### src/rtl/veoi_unit.sv
module veoi_unit #(
  parameter int ID_W       = 24,
  parameter int PRIO_W     = 5,
  parameter int SPECIAL_LO = 1020,
  parameter int SPECIAL_HI = 1023
) (
  input  logic              clk,
  input  logic              rst_n,
  input  logic              id16,
  input  logic              eoi_mode,
  input  logic              ack_valid,
  input  logic [ID_W-1:0]   ack_id,
  input  logic [PRIO_W-1:0] ack_prio,
  input  logic              eoi_valid,
  input  logic [63:0]       eoi_data,
  input  logic              dir_valid,
  input  logic [ID_W-1:0]   dir_id,
  output logic [PRIO_W-1:0] run_prio,
  output logic              deact_valid,
  output logic [ID_W-1:0]   deact_id,
  output logic              mismatch
);
  localparam int LEVELS = 1 << PRIO_W;

  logic [LEVELS-1:0] active, active_low, active_nx;
  logic [ID_W-1:0]   last_ack;
  logic              have_ack;
  logic              unused_hi;

  wire [ID_W-1:0] id_mask = id16 ? {{(ID_W-16){1'b0}}, {16{1'b1}}} : {ID_W{1'b1}};
  wire [ID_W-1:0] ack_m   = ack_id & id_mask;
  wire [ID_W-1:0] eoi_m   = eoi_data[ID_W-1:0] & id_mask;
  wire [ID_W-1:0] dir_m   = dir_id & id_mask;

  assign unused_hi = ^eoi_data[63:ID_W];

  wire ack_real  = ack_valid &&
                   !(ack_m >= ID_W'(SPECIAL_LO) && ack_m <= ID_W'(SPECIAL_HI));
  wire eoi_hit   = eoi_valid && have_ack && (eoi_m == last_ack);
  wire eoi_miss  = eoi_valid && !eoi_hit;
  wire dir_fire  = dir_valid && eoi_mode;
  wire eoi_deact = eoi_hit && !eoi_mode;

  assign active_low = active & (~active + 1'b1);

  always_comb begin
    active_nx = active;
    if (eoi_hit)  active_nx = active_nx & ~active_low;
    if (ack_real) active_nx = active_nx | (LEVELS'(1) << ack_prio);
  end

  always_comb begin
    run_prio = '1;
    for (int i = LEVELS - 1; i >= 0; i--)
      if (active[i]) run_prio = PRIO_W'(i);
  end

  always_ff @(posedge clk) begin
    if (!rst_n) begin
      active      <= '0;
      last_ack    <= '0;
      have_ack    <= 1'b0;
      mismatch    <= 1'b0;
      deact_valid <= 1'b0;
      deact_id    <= '0;
    end else begin
      active      <= active_nx;
      deact_valid <= eoi_deact || dir_fire;
      if (eoi_deact)     deact_id <= eoi_m;
      else if (dir_fire) deact_id <= dir_m;
      if (eoi_hit)  have_ack <= 1'b0;
      if (eoi_miss) mismatch <= 1'b1;
      if (ack_real) begin
        last_ack <= ack_m;
        have_ack <= 1'b1;
      end
    end
  end
endmodule

### config.mk
export PLATFORM = sky130hd
export DESIGN_NAME = veoi_unit
export DESIGN_NICKNAME = d
export VERILOG_FILES = /design/src/rtl/veoi_unit.sv
export SDC_FILE = /design/constraint.sdc
export NUM_CORES = 1
export LEC_CHECK = 0
export ABC_CLOCK_PERIOD_IN_PS = 2500
export BUFFER_PORTS_ARGS = -buffer_cell sky130_fd_sc_hd__buf_2
export CAP_MARGIN = 0
export CORE_MARGIN = 8
export CORE_UTILIZATION = 50
export DETAILED_ROUTE_END_ITERATION = 8
export GPL_ROUTABILITY_DRIVEN = 0
export PLACE_DENSITY_LB_ADDON = 0.08
export SETUP_SLACK_MARGIN = 0.1
export SLEW_MARGIN = 20
export SYNTH_ARGS = -nofsm -noshare
export SYNTH_HDL_FRONTEND = slang
export SYNTH_SLANG_ARGS = --single-unit
### constraint.sdc
create_clock -name clk -period 2.5 [get_ports clk]
set_input_delay 0.25 -clock clk [delete_from_list [all_inputs] [get_ports clk]]
set_output_delay 0.25 -clock clk [all_outputs]
set_load 0.01 [all_outputs]
==> results_dict.tcl <==
set metrics [dict create \
    io_buffers 114 \
    layout_commonest_cell "buf_2" \
    cts_tree "done" \
    top_layer "met4" \
    hold_viol_final 0 \
    finalCriticalPeriod_ns 2.38 \
    area_delta_synth_final_pct 22.3 \
    postPlaceCellArea_sq_um 4920 \
    fin_cells 720 \
    syn-num-nets 615 \
    dieArea_sq_um 11600 \
    crit_path_end_kind "output pin" \
    maxSlewHeadroom_pct 53.5 \
    h-tree-depth 3 \
    root_buffer "clkbuf_8" \
    fin_worst_skew_ns 0.0113 \
    antenna_left 0 \
    maxSlewViolCount 0 \
    grt_max_degree 31 \
    clk_pin_slew_ns 0.09 \
    fillers 765 \
    drive_above_1_share_pct 27.8 \
    pre_cts_ws_ns 0.156 \
    grt_usage_pct 20.3 \
    ir_drop_mv 0.317 \
    postCtsResizedCells 2 \
    yosysUniqueCellTypes 62 \
    timing.setup.tns_ns 0 \
    p_per_area_nw_per_um2 535 \
    cp.arrival_ns 2.13 \
    worstPathMaxFanout 8 \
    fin_crit_sh_pct 95.3 \
    met2RoutedLength_um 5790 \
    ys_warn_count 0 \
    grt_pass1_vias 3951 \
    hold_ws_ns 0.142 \
    route.vias.total 4152 \
    drc 0 \
    setup_violations 0 \
    rsz0062_at_grt "true" \
    final_util_pct 62.8 \
    fp.dieH_um 108 \
    ys_seq_area_share_pct 39.1 \
    path_class "reg -> out" \
    synth_ff_type "dfxtp_1" \
    dieWidth_um 108 \
    io_pins 155 \
    cts_hold_buf 0 \
    hp-class "in -> reg" \
    synth_largest_area_cell "dfxtp_1" \
    final_cell_area_sq_um 5140 \
    dr_wl_met3_um 892 \
    p_leak_nw 2.12 \
    start_kind "flop" \
    setup_slack_ns 0.117 \
    firstDrtPassIters 5 \
    p_total_mw 2.75 \
    worstPathCellList "or4_4 > nand3b_4 > or3_4 > clkinv_4 > buf_2" \
    synthCells 491 \
    cp.required_ns 2.25 \
    synth_area_sq_um 4200 \
    cts_setup_buffers 0 \
    diodes 0 \
    drt_iter0_drc 230 \
    start_util_pct 51.4 \
    max_freq_mhz 420 \
    layout_common_cells "buf_2, dfxtp_1, nand2_1, nor2_1, and2_1" \
    tightest_slew_ns 0.689 \
    core_area_sq_um 8180 \
    rows 33 \
    clock-sinks 82 \
    vias_per_cell 5.77 \
    status "complete, no violations" \
    clk_path_buf_depth 2 \
    synth_top_area_share_pct 39.1 \
    clock_latency_ns 0.35 \
    synth_edf_count 0 \
    synthArstFlopShare_pct 0 \
    dp_hpwl_um 9320 \
    avgSynthCellArea_sq_um 8.55 \
    fin_nets 734 \
    routed_wl_um 12200 \
    ys_seq_elements 82 \
    yosys-top-cells-area "dfxtp_1, nand2_1, a221o_1, a21boi_0, and2_1" \
    cpMaxStageDelayCell "or4_4" \
    antenna_found_initial 0 \
    grt.overflow.total 0 \
    wl_per_cell_um 17.0 \
    numCtsBuffers 9 \
    drv_cap 0 \
    grt_pass1_wl_um 19100 \
    dp.cells 704 \
    max_stage_delay_ns 0.58 \
    wl_met1_um 5300 \
]
-- cell usage after synthesis, drive strengths merged, types with 6 or more instances --
| cell | instances |
|---|---|
| xnor2 | 14 |
| nor3 | 14 |
| o31ai | 6 |
| inv | 13 |
| o211ai | 6 |
| nand4 | 9 |
| nor4 | 10 |
| nor2 | 32 |
| buf | 7 |
| nand3 | 7 |
| nor2b | 10 |
| or2 | 6 |
| dfxtp | 82 |
| o311ai | 7 |
| and2 | 26 |
| xor2 | 6 |
| nand3b | 8 |
| nand2 | 72 |
| a21boi | 24 |
| a221o | 24 |
| o22ai | 6 |
| nand2b | 8 |
| o21ai | 21 |
| a21oi | 17 |
| clkbuf | 15 |
-- cell type report --
class                   instances  area [sq um]  share of cell area, %
multi-input cells             373          2430                   47.3
flip-flops and latches         82          1640                   32.0
repair buffers                130           691                   13.4
clock buffers                  11           131                   2.56
well taps                     105           131                   2.56
inverters                      14          57.6                   1.12
clock inverters                 5          55.1                   1.07
-- routing by layer --
metal | global-route usage [%] | vias to the layer above
li1 | - | 2046
met4 | 7.83 | 0
met5 | 0 | -
met1 | 24.6 | 1933
met2 | 34.5 | 153
met3 | 3.89 | 20
-- worst max-delay path, delay by kind of cell (launching register included) --
kind / cells / cell delay (ns)
and+or+nand+nor: 3 / 1.21
DFF: 1 / 0.36
buffers and inverters: 2 / 0.20
-- logic make-up (layout without fill, tap and decap cells) --
family / after synthesis / in the layout / share of synthesized area (%)
buffers and inverters: 36 / 160 / 3.69
AO/OA/AOI/OAI: 137 / 137 / 25.0
XOR/XNOR: 20 / 20 / 4.17
AND/OR/NAND/NOR: 216 / 216 / 28.0
flip-flops: 82 / 82 / 39.1
-- path summary, 6_finish.rpt --
path / from / end / slack (ns) / depth (start not counted)
worst max-delay path: active[0]$_SDFF_PN0_ / run_prio[4] / 0.12 / 5
worst min-delay path: eoi_data[1] / deact_id[1]$_SDFFE_PN0P_ / 0.14 / 2
worst max register to register: last_ack[5]$_SDFFE_PN0P_ / active[19]$_SDFF_PN0_ / 0.31 / 6
worst min register to register: last_ack[6]$_SDFFE_PN0P_ / last_ack[6]$_SDFFE_PN0P_ / 0.48 / 2
-- registers in the layout (all words and copies together), names as in the netlist --
name	cells
active	31
deact_id	24
last_ack	24
deact_valid	1
have_ack	1
mismatch	1
-- power by group --
group	internal, mW	switching (mW)
registers	1.35	0.0324
clock network	0.459	0.486
logic	0.189	0.230
total	2.00	0.749
No activity file was read; power rests on OpenSTA's default activity.
